==> src/rtl/hostlink_pkg.sv <==
package hostlink_pkg;
  // Index of each pointer, also the ptr_sel code that loads it
  localparam int P_IN_RD  = 0;
  localparam int P_IN_WR  = 1;
  localparam int P_OUT_RD = 2;
  localparam int P_OUT_WR = 3;
  localparam int N_PTR    = 4;

  // Sticky error bit positions
  localparam int E_IN_FULL   = 0;
  localparam int E_IN_EMPTY  = 1;
  localparam int E_OUT_FULL  = 2;
  localparam int E_OUT_EMPTY = 3;
  localparam int N_ERR       = 4;
endpackage

==> src/rtl/hostlink_port.sv <==
// One requester's strobe holder: serves in its own slot, else holds one cycle.
module hostlink_port #(
  parameter int W = 8
) (
  input  logic         clk,
  input  logic         rst,
  input  logic         drop,
  input  logic         my_slot,
  input  logic         rd_stb,
  input  logic         wr_stb,
  input  logic [W-1:0] wdata,
  output logic         go,
  output logic         go_wr,
  output logic [W-1:0] go_data
);
  logic         pend, pend_wr;
  logic [W-1:0] pend_data;
  logic         new_v, cur_v;

  always_comb begin
    new_v   = (rd_stb | wr_stb) & ~drop;
    cur_v   = (pend & ~drop) | new_v;
    go_wr   = pend ? pend_wr : wr_stb;
    go_data = pend ? pend_data : wdata;
    go      = cur_v & my_slot;
  end

  always_ff @(posedge clk) begin
    if (rst || drop) begin
      pend      <= 1'b0;
      pend_wr   <= 1'b0;
      pend_data <= '0;
    end else if (cur_v && !my_slot) begin
      pend      <= 1'b1;
      pend_wr   <= go_wr;
      pend_data <= go_data;
    end else if (go) begin
      pend <= 1'b0;
    end
  end
endmodule

==> src/rtl/hostlink_ptr.sv <==
module hostlink_ptr #(
  parameter int W = 7
) (
  input  logic         clk,
  input  logic         rst,
  input  logic         ld,
  input  logic [W-1:0] ld_val,
  input  logic         inc,
  output logic [W-1:0] ptr
);
  always_ff @(posedge clk) begin
    if (rst)      ptr <= '0;
    else if (ld)  ptr <= ld_val;
    else if (inc) ptr <= ptr + W'(1);
  end
endmodule

==> src/rtl/hostlink_ram.sv <==
// Single-port RAM with registered read, no reset on the array.
module hostlink_ram #(
  parameter int AW = 7,
  parameter int DW = 9
) (
  input  logic          clk,
  input  logic          we,
  input  logic          re,
  input  logic [AW-1:0] addr,
  input  logic [DW-1:0] wdata,
  output logic [DW-1:0] q
);
  localparam int NWORDS = 2 ** AW;
  logic [DW-1:0] mem [NWORDS];

  always_ff @(posedge clk) begin
    if (we) mem[addr] <= wdata;
    if (re) q <= mem[addr];
  end
endmodule

==> src/rtl/hostlink_status.sv <==
module hostlink_status #(
  parameter int PTR_W = 7,
  parameter int TH_W  = 7,
  parameter int DEPTH = 64
) (
  input  logic             clk,
  input  logic             rst,
  input  logic [PTR_W-1:0] in_cnt,
  input  logic [PTR_W-1:0] out_cnt,
  input  logic [TH_W-1:0]  in_thr,
  input  logic [TH_W-1:0]  out_thr,
  output logic             in_req,
  output logic             out_req,
  output logic [PTR_W-1:0] out_cnt_q
);
  localparam int CW = ((PTR_W > TH_W) ? PTR_W : TH_W) + 2;
  logic [CW-1:0] in_eff, out_eff;
  logic          in_req_d, out_req_d;

  always_comb begin
    in_eff    = (in_thr  == '0) ? CW'(1) : CW'(in_thr);
    out_eff   = (out_thr == '0) ? CW'(1) : CW'(out_thr);
    in_req_d  = (CW'(in_cnt) + in_eff) <= CW'(DEPTH);
    out_req_d = CW'(out_cnt) >= out_eff;
  end

  always_ff @(posedge clk) begin
    if (rst) begin
      in_req    <= 1'b0;
      out_req   <= 1'b0;
      out_cnt_q <= '0;
    end else begin
      in_req    <= in_req_d;
      out_req   <= out_req_d;
      out_cnt_q <= out_cnt;
    end
  end
endmodule

==> src/rtl/hostlink_fifo.sv <==
module hostlink_fifo
  import hostlink_pkg::*;
#(
  parameter int ADDR_W = 7,
  parameter int DATA_W = 8,
  parameter int TH_W   = 7
) (
  input  logic                 clk,
  input  logic                 rst,
  input  logic                 host_wr,
  input  logic [DATA_W-1:0]    host_wdata,
  input  logic                 host_rd,
  output logic [DATA_W-1:0]    host_rdata,
  output logic                 host_rtag,
  output logic                 host_rvalid,
  output logic                 host_in_req,
  output logic                 host_out_req,
  output logic [ADDR_W:0]      out_status,
  input  logic                 cpu_wr,
  input  logic [DATA_W-1:0]    cpu_wdata,
  input  logic                 cpu_wtag,
  input  logic                 cpu_rd,
  output logic [DATA_W-1:0]    cpu_rdata,
  output logic                 cpu_rvalid,
  input  logic [TH_W-1:0]      in_thresh,
  input  logic [TH_W-1:0]      out_thresh,
  input  logic                 freeze,
  input  logic                 ptr_ld,
  input  logic [1:0]           ptr_sel,
  input  logic [ADDR_W-1:0]    ptr_val,
  output logic [N_ERR-1:0]     err_flags,
  input  logic [N_ERR-1:0]     err_clr
);
  localparam int PTR_W = ADDR_W;
  localparam int CH_AW = ADDR_W - 1;
  localparam int DEPTH = 2 ** CH_AW;
  localparam int MW    = DATA_W + 1;

  // Slot owner: 1 = host, 0 = processor
  logic slot_host;
  always_ff @(posedge clk) begin
    if (rst) slot_host <= 1'b1;
    else     slot_host <= ~slot_host;
  end

  logic              h_go, h_wr;
  logic [DATA_W-1:0] h_data;
  logic              c_go, c_wr;
  logic [MW-1:0]     c_data;

  hostlink_port #(.W(DATA_W)) u_host_port (
    .clk(clk), .rst(rst), .drop(freeze), .my_slot(slot_host),
    .rd_stb(host_rd), .wr_stb(host_wr), .wdata(host_wdata),
    .go(h_go), .go_wr(h_wr), .go_data(h_data)
  );

  hostlink_port #(.W(MW)) u_cpu_port (
    .clk(clk), .rst(rst), .drop(1'b0), .my_slot(~slot_host),
    .rd_stb(cpu_rd), .wr_stb(cpu_wr), .wdata({cpu_wtag, cpu_wdata}),
    .go(c_go), .go_wr(c_wr), .go_data(c_data)
  );

  // Four queue pointers, each with a wrap bit above the region address
  logic [PTR_W-1:0] ptrs [N_PTR];
  logic [N_PTR-1:0] ld_v, inc_v;

  for (genvar g = 0; g < N_PTR; g++) begin : g_ptr
    assign ld_v[g] = freeze & ptr_ld & (ptr_sel == 2'(g));
    hostlink_ptr #(.W(PTR_W)) u_ptr (
      .clk(clk), .rst(rst), .ld(ld_v[g]), .ld_val(ptr_val),
      .inc(inc_v[g]), .ptr(ptrs[g])
    );
  end

  logic [PTR_W-1:0] in_cnt, out_cnt;
  logic in_full, in_empty, out_full, out_empty;
  logic h_wr_ok, h_rd_ok, c_wr_ok, c_rd_ok;
  logic [N_ERR-1:0] err_set;

  always_comb begin
    in_cnt    = ptrs[P_IN_WR]  - ptrs[P_IN_RD];
    out_cnt   = ptrs[P_OUT_WR] - ptrs[P_OUT_RD];
    in_full   = in_cnt  >= PTR_W'(DEPTH);
    out_full  = out_cnt >= PTR_W'(DEPTH);
    in_empty  = in_cnt  == '0;
    out_empty = out_cnt == '0;

    h_wr_ok = h_go &  h_wr & ~in_full;
    h_rd_ok = h_go & ~h_wr & ~out_empty;
    c_wr_ok = c_go &  c_wr & ~out_full;
    c_rd_ok = c_go & ~c_wr & ~in_empty;

    err_set              = '0;
    err_set[E_IN_FULL]   = h_go &  h_wr & in_full;
    err_set[E_OUT_EMPTY] = h_go & ~h_wr & out_empty;
    err_set[E_OUT_FULL]  = c_go &  c_wr & out_full;
    err_set[E_IN_EMPTY]  = c_go & ~c_wr & in_empty;

    inc_v           = '0;
    inc_v[P_IN_RD]  = c_rd_ok;
    inc_v[P_IN_WR]  = h_wr_ok;
    inc_v[P_OUT_RD] = h_rd_ok;
    inc_v[P_OUT_WR] = c_wr_ok;
  end

  // RAM port steering: lower half inbound, upper half outbound
  logic              ram_we, ram_re;
  logic [ADDR_W-1:0] ram_addr;
  logic [MW-1:0]     ram_wdata, ram_q;

  always_comb begin
    ram_we    = h_wr_ok | c_wr_ok;
    ram_re    = h_rd_ok | c_rd_ok;
    ram_wdata = h_go ? {1'b0, h_data} : c_data;
    if (h_go)
      ram_addr = h_wr ? {1'b0, ptrs[P_IN_WR][CH_AW-1:0]}
                      : {1'b1, ptrs[P_OUT_RD][CH_AW-1:0]};
    else
      ram_addr = c_wr ? {1'b1, ptrs[P_OUT_WR][CH_AW-1:0]}
                      : {1'b0, ptrs[P_IN_RD][CH_AW-1:0]};
  end

  hostlink_ram #(.AW(ADDR_W), .DW(MW)) u_ram (
    .clk(clk), .we(ram_we), .re(ram_re), .addr(ram_addr),
    .wdata(ram_wdata), .q(ram_q)
  );

  always_ff @(posedge clk) begin
    if (rst) begin
      host_rvalid <= 1'b0;
      cpu_rvalid  <= 1'b0;
      err_flags   <= '0;
    end else begin
      host_rvalid <= h_rd_ok;
      cpu_rvalid  <= c_rd_ok;
      err_flags   <= (err_flags & ~err_clr) | err_set;
    end
  end

  assign host_rdata = ram_q[DATA_W-1:0];
  assign host_rtag  = ram_q[DATA_W];
  assign cpu_rdata  = ram_q[DATA_W-1:0];

  logic             out_req_q;
  logic [PTR_W-1:0] out_cnt_q;

  hostlink_status #(.PTR_W(PTR_W), .TH_W(TH_W), .DEPTH(DEPTH)) u_status (
    .clk(clk), .rst(rst), .in_cnt(in_cnt), .out_cnt(out_cnt),
    .in_thr(in_thresh), .out_thr(out_thresh),
    .in_req(host_in_req), .out_req(out_req_q), .out_cnt_q(out_cnt_q)
  );

  assign host_out_req = out_req_q;
  assign out_status   = {out_req_q, out_cnt_q};
endmodule

==> config.mk <==
export PLATFORM = sky130hd
export DESIGN_NAME = hostlink_fifo
export DESIGN_NICKNAME = d
export VERILOG_FILES = /design/src/rtl/hostlink_pkg.sv /design/src/rtl/hostlink_port.sv /design/src/rtl/hostlink_ptr.sv /design/src/rtl/hostlink_ram.sv /design/src/rtl/hostlink_status.sv /design/src/rtl/hostlink_fifo.sv
export SDC_FILE = /design/constraint.sdc
export NUM_CORES = 1
export LEC_CHECK = 0
export BUFFER_PORTS_ARGS = -buffer_cell sky130_fd_sc_hd__buf_2
export CAP_MARGIN = 0
export CORE_ASPECT_RATIO = 0.5
export CORE_MARGIN = 2
export CORE_UTILIZATION = 49
export CTS_BUF_LIST = sky130_fd_sc_hd__clkbuf_8
export DETAILED_ROUTE_END_ITERATION = 8
export GPL_TIMING_DRIVEN = 0
export PLACE_DENSITY_LB_ADDON = 0.05
export SYNTH_ARGS = -nofsm -noshare
export SYNTH_HDL_FRONTEND = slang
export SYNTH_SLANG_ARGS = --single-unit
==> constraint.sdc <==
create_clock -name clk -period 15.5 [get_ports clk]
set_clock_uncertainty 0.2 [all_clocks]
set_input_delay 3.1 -clock clk [delete_from_list [all_inputs] [get_ports clk]]
set_output_delay 3.1 -clock clk [all_outputs]
set_load 0.01 [all_outputs]
==> results.txt, run 1 <==
status -> finished with violations
failing checks -> max-capacitance violations, max-slew violations
CP Cell Sequence -> buf_2, mux2i_2, buf_4, mux2i_1, mux2i_1, buf_2, buf_6, buf_4, buf_2, nand3_1, clkbuf_1, nor2_1
CTS Sinks -> 1226
gp weighted congestion -> 0.9983
Hold Fails Final Rpt -> 0
CP max stage cell -> nor2_1
Max FO, Critical Path -> 10
HP Start -> err_flags[0]$_SDFF_PP0_
Async SR Flop Fraction -> 0%
crit path capture type -> flop
fmax -> 128.5 MHz
post-DP HPWL -> 112500 um
proportion of layout cells with a drive suffix above 1 -> 11.70%
Crit path max-delay family -> buffers and inverters
final wirelength -> 158400 um
Initial Util -> 49.36%
Placed Area -> 0.05372 mm^2
CP startpoint kind -> primary input
max incr delay on CP -> 940 ps
leakage -> 19.53 nW
final worst path period share -> 50.21%
# DRC -> 0
largest net degree at the start of global routing -> 36
Final Critical Period -> 7782 ps
Reg-to-Reg Start -> g_ptr[0].u_ptr.ptr[0]$_SDFFE_PP0P_
Hold Path Class -> flop to flop
number of routed nets with antenna violations -> 0
endpoints failing setup -> 0
starting DRC count in detailed routing -> 4755
setup repair after global routing missed its margin -> no
Mapped Cells -> 3837
Root Driver -> clkbuf_8
synthesized area per cell -> 13.19 um^2
Synth Cell Area -> 0.05059 mm^2
Pre-antenna DRT Iters -> 6
Worst R2R End -> u_ram.mem[91][1]$_DFFE_PP_
top_reg_cell synth -> edfxtp_1
# placed instances -> 5322
CP dominant cell by count -> buf_2
slew margin rel. -> -5.413%
Die X -> 458.4 um
Post-CTS Setup Bufs -> 0
VDD IR max -> 0.09301 mV
num ports -> 85
die height -> 231.2 um
Tightest Pin Transition -> 1581 ps
max-slew violations -> 22
area delta synth->final -> 12.10%
Post-synth EDFFs -> 1161
Via density -> 5.965
R2R cell count -> 13
MaxCap Viol Count -> 3
most frequent cells in the layout -> edfxtp_1 (1161), nand2_1 (839), nand3_1 (499)
Min-Delay Endpoint -> err_flags[0]$_SDFF_PP0_
Hold Path Cell Cnt -> 2
CTS Buffer Depth -> 3
most common cell after layout, fill and taps aside -> edfxtp_1
Syn Nets -> 3921
CP Data Required Time -> 15810 ps
Power Density -> 122.4 mW/mm^2
post-CTS sizing -> 0
worst-skew pair later-pin latency -> 920 ps
Worst Path Buf+Inv -> 7
vias in the first global route -> 31.64k
instance count on the critical path -> 12
total gr overflow -> 0
reg2reg setup slack -> 9180 ps
sequential element share of the synthesized area -> 71.48%
vias post-DR -> 33.58k
initial antenna violation count -> 13
first-pass GRT wire length -> 224200 um
number of synthesis warnings -> 0
Yosys cell types -> 61
die area -> 0.1060 mm^2
Yosys reg bits -> 1226
arrival time at the worst endpoint -> 8090 ps
IO buf count -> 83
non-filler cells, final -> 5630
Total GRT Usage -> 29.83%
TritonCTS clock tree -> yes
CTS Hold Bufs -> 0
CTS Buf Count -> 172
H-tree level count -> 4
routed length per instance -> 28.14 um
core area -> 0.1025 mm^2
Clock Pin Slew Worst Setup and Hold Paths -> 70 ps
Site Rows -> 83
Pwr Total -> 6.942 mW
Final Net Count -> 4220
design area -> 0.05672 mm^2
Critical Setup Path Class -> primary input to flop
## registers in the layout, indices dropped and copies added (netlist names), 4 cells and up
name / flops
u_ram.mem: 1152
u_host_port.pend_data: 8
g_ptr.u_ptr.ptr: 28
err_flags: 4
u_cpu_port.pend_data: 9
u_ram.q: 9
u_status.out_cnt_q: 7
## synth_stat cells (all sizes together) (19+ instances only)
library cell     n  area, um^2
a21oi           71       362.8
clkbuf          90       337.8
nand3          499        2497
mux2i          305        3069
buf            157       844.6
edfxtp        1161       34860
nor4            29       181.4
nor2b           22       137.6
o2111ai         19       166.4
ha              29       362.9
xnor2           19       166.4
dfxtp           65        1301
nand2          840        3156
a211oi          32       245.2
nor2           211       804.5
a32oi           63       551.8
inv             37       138.9
## stage by stage
stage / hold slack (ps) / util, % / TNS [ps] / worst slack (ps)
floorplan: 260.1 / - / 0 / 6543
global placement: 272.2 / 51.43 / -359070 / -791.0
detailed placement: 285.7 / 52.41 / 0 / 6952
CTS: 302.2 / 55.32 / 0 / 7924
global route: 334.7 / 55.33 / 0 / 7648
finish: 293.2 / 55.33 / 0 / 7718
## kinds of logic after synthesis
logic type                 Yosys count  share of synthesized area [%]
muxes                              309                          6.155
AOI/OAI and AO/OA                  281                          4.070
xor gates and xnor gates            31                         0.5366
DFF                               1226                          71.48
buffers and inverters              284                          2.611
and+or+nand+nor                   1674                          14.31
adders and majority gates           32                         0.8359
## metal layers
layer	part of all wire, %	wire length, um	vias up	track usage, %
li1	-	-	14759	-
met1	45	70930	16850	45.52
met2	42	66250	1731	42.27
met3	11	17840	241	7.595
met4	2.1	3371	2	8.075
met5	0.0082	13	-	0
## worst reg2reg max path, cell delays in order, from the launching register on
cell and delay [ps]:
dfxtp_1 480, ha_1 220, inv_1 60, fa_1 390, a21o_1 180, a21oi_1 210, o21ai_0 100, a21oi_1 170
xnor2_1 350, nand2_1 460, a21oi_2 420, nand3_1 890, clkbuf_1 850, nor2_1 960
## layout make-up
class / count / area [um^2]
Fill cell: 8550 / 45780
Clock inverter: 128 / 556.8
Multi-Input combinational cell: 2327 / 13230
Clock buffer: 176 / 2422
Tap cell: 1360 / 1702
Timing Repair Buffer: 125 / 1305
Sequential cell: 1226 / 36160
Buffer: 247 / 1186
Antenna cell: 4 / 10.01
Inverter: 37 / 138.9
## report_power, final
part,leakage [nW],internal [mW],switching [mW]
combinational,6.83,0.256,0.637
sequential,11.0,3.71,0.0117
clock,1.71,1.07,1.26
total,19.5,5.04,1.91
## how the worst max path moves through the flow
stage	start	slack, ps	end
2_1_floorplan	host_wr	6540	u_ram.mem[0][6]$_DFFE_PP_
3_3_place_gp	host_wr	-790	u_ram.mem[73][3]$_DFFE_PP_
3_5_place_dp	cpu_wr	6950	u_ram.mem[91][0]$_DFFE_PP_
4_1_cts	cpu_wr	7920	u_ram.mem[91][1]$_DFFE_PP_
5_1_grt	cpu_wr	7650	u_ram.mem[67][5]$_DFFE_PP_
6_report	cpu_wr	7720	u_ram.mem[91][1]$_DFFE_PP_
Note: power is estimated with default switching activity, not from simulation.
==> run 2, diff against run 1 <==
- ABC_AREA: not set -> 1
- clock period: 15.5 -> 7.7 ns (I/O delays scaled with it)
==> run 2 against run 1 <==
Net effect:
- worst setup slack lost 5200 ps
- critical path type is now flop to flop
- register-to-register slack lost 6700 ps
- first-iteration DRC count shrank 3.7%
- hold slack lost 44 ps
- clock power grew 110%
- non-clock buffer count grew 10
- core utilization grew 0.48 points
- critical path depth is the same
- the run now ends clean
==> results.txt, run 2 <==
TritonCTS clock tree -> yes
CP max stage cell -> nor2_1
non-filler cells, final -> 6984
H-tree level count -> 4
sequential share of power -> 50.6%
Final WS setup -> 2473 ps
Synth Cell Area -> 0.05248 mm^2
final worst path period share -> 67.88%
max reg flops -> 1152
TNS Setup -> 0 ps
Die X -> 466.8 um
post-DP HPWL -> 113000 um
first-pass GRT wire length -> 231300 um
num ports -> 85
die height -> 235.4 um
most frequent cells in the layout -> nand2_1 (2676), edfxtp_1 (1161), nor2_1 (262)
Yosys cell types -> 45
proportion of layout cells with a drive suffix above 1 -> 10.66%
vias post-DR -> 37.55k
Pre-antenna DRT Iters -> 6
number of routed nets with antenna violations -> 0
die area -> 0.1099 mm^2
CP Data Required Time -> 8020 ps
Hold Path Class -> flop to flop
# placed instances -> 6664
Sw Ratio -> 29.49%
clock power share -> 33.3%
Reg-to-Reg Start -> g_ptr[3].u_ptr.ptr[0]$_SDFFE_PP0P_
Clock Pin Slew Worst Setup and Hold Paths -> 80 ps
setup repair after global routing missed its margin -> no
Reg with most FFs -> u_ram.mem
part of the power in combinational logic -> 16.1%
status -> complete, no violations
Worst Path Buf+Inv -> 3
most common cell after layout, fill and taps aside -> nand2_1
Final Net Count -> 5506
crit path from -> g_ptr[3].u_ptr.ptr[0]$_SDFFE_PP0P_
reg2reg setup slack -> 2470 ps
sequential element share of the synthesized area -> 68.91%
core area -> 0.1056 mm^2
Crit path max-delay family -> simple AND/OR/NAND/NOR gates
Power Density -> 251.5 mW/mm^2
Final Critical Period -> 5227 ps
max incr delay on CP -> 830 ps
crit path capture type -> flop
NetSw -> 4.373 mW
total gr overflow -> 0
max-slew violations -> 0
Total GRT Usage -> 29.07%
top_reg_cell synth -> edfxtp_1
vias in the first global route -> 34.92k
IO buf count -> 83
endpoints failing setup -> 0
top cell type's share of synthesized area -> 66.43%
dpl ws -> 1712 ps
Tightest Pin Transition -> 1073 ps
main area contributors after synthesis -> edfxtp_1 (66%), nand2_1 (19%), dfxtp_1 (2.5%)
CP startpoint kind -> flop
HP Start -> u_host_port.pend_data[3]$_SDFFE_PP0P_
Yosys reg bits -> 1226
Async SR Flop Fraction -> 0%
gp weighted congestion -> 0.9538
CP dominant cell by count -> inv_1
Internal -> 10.46 mW
area delta synth->final -> 12.33%
CP Cell Sequence -> inv_1, ha_1, inv_1, fa_1, nand4_1, o211ai_1, xor2_1, nand3_1, nand2_2, nand3_2, buf_2, nor2_1
largest registers -> u_ram.mem (1152), g_ptr.u_ptr.ptr (28)
most numerous cell in the Yosys netlist -> nand2_1
# DRC -> 0
worst-skew pair later-pin latency -> 910 ps
leakage -> 24.22 nW
Max FO, Critical Path -> 10
WHS -> 249.4 ps
CTS Buffer Depth -> 3
slew margin rel. -> 28.19%
CTS Buf Count -> 174
arrival time at the worst endpoint -> 5550 ps
routed length per instance -> 22.95 um
MaxCap Viol Count -> 0
Root Driver -> clkbuf_8
starting DRC count in detailed routing -> 4580
Via density -> 5.376
most area-hungry cell type in the Yosys netlist -> edfxtp_1
Site Rows -> 84
post-CTS sizing -> 0
Post-synth EDFFs -> 1161
CTS Sinks -> 1226
number of synthesis warnings -> 0
Mapped Cells -> 5120
Commonest cells post-synth -> nand2_1 (2676), edfxtp_1 (1161), nor2_1 (262)
Hold Fails Final Rpt -> 0
initial antenna violation count -> 9
VDD IR max -> 0.1826 mV
largest net degree at the start of global routing -> 91
final wirelength -> 160300 um
fmax -> 191.3 MHz
Syn Nets -> 5204
Critical Setup Path Class -> flop to flop
Initial Util -> 49.69%
synthesized area per cell -> 10.25 um^2
Post-CTS Setup Bufs -> 0
Pwr Total -> 14.83 mW
CTS Hold Bufs -> 0
[run 2: cell count changes after synthesis, sizes merged, moves of 27 or more]
cell    before   now
a211oi      32     0
nand3      499   178
nor4        29     2
nor2       211   265
inv         37   101
nand2      840  2693
a32oi       63     0
buf        157   203
clkbuf      90    53
o21ai        9   203
mux2i      305     8
[run 2: kinds of logic (layout without fill, tap and decap cells)]
logic type	Yosys count	in the layout	share of synthesized area [%]
AND/OR/NAND/NOR	3180	3180	23.56
flip-flops	1226	1226	68.91
buffers and inverters	359	801	3.247
AO/OA/AOI/OAI	289	289	2.889
adder cells (fa/ha/maj)	32	32	0.8058
XOR/XNOR	26	26	0.4339
multiplexers	8	8	0.1526
other	0	3	0
[run 2: metrics by stage]
stage / utilization [%] / area (um^2)
floorplan: - / 52480
global placement: 51.76 / 54670
detailed placement: 52.75 / 55720
CTS: 55.78 / 58920
global route: 55.81 / 58950
finish: 55.82 / 58960
[run 2: worst paths after layout]
kind,endpoint,cells after the start
max,u_ram.mem[73][5]$_DFFE_PP_,12
min,u_host_port.pend_data[3]$_SDFFE_PP0P_,2
max reg2reg,u_ram.mem[73][5]$_DFFE_PP_,12
min reg2reg,u_host_port.pend_data[3]$_SDFFE_PP0P_,2
[run 2: cell type report]
class / instances / area, um^2
Antenna cell: 3 / 7.507
Buffer: 256 / 1315
Clock buffer: 177 / 2436
Clock inverter: 139 / 757.0
Fill cell: 9169 / 46670
Inverter: 103 / 394.1
Multi-Input combinational cell: 3535 / 14730
Sequential cell: 1226 / 36160
Tap cell: 1419 / 1775
Timing Repair Buffer: 126 / 1376
[run 2: worst min-delay path: cells and delay by family (launching register included)]
family | cells | cell delay, ps
AOI/OAI and AO/OA | 1 | 50
buffers and inverters | 1 | 50
DFF | 1 | 300
[run 2: routing by layer]
layer | GRT usage (%) | routed length [um]
met5 | 0 | 0
met4 | 7.659 | 3335
met3 | 6.695 | 17060
met2 | 41.48 | 67320
met1 | 44.55 | 72550
[run 2: power by group through the flow]
stage	Clock, mW	Combinational [mW]	Sequential (mW)
final	4.93	2.39	7.50
after global routing	5.26	2.59	7.50
after CTS	4.97	2.35	7.50
after detailed placement	0	2.34	7.64
after global placement	0	2.16	7.89
after floorplan	0	1.25	7.73
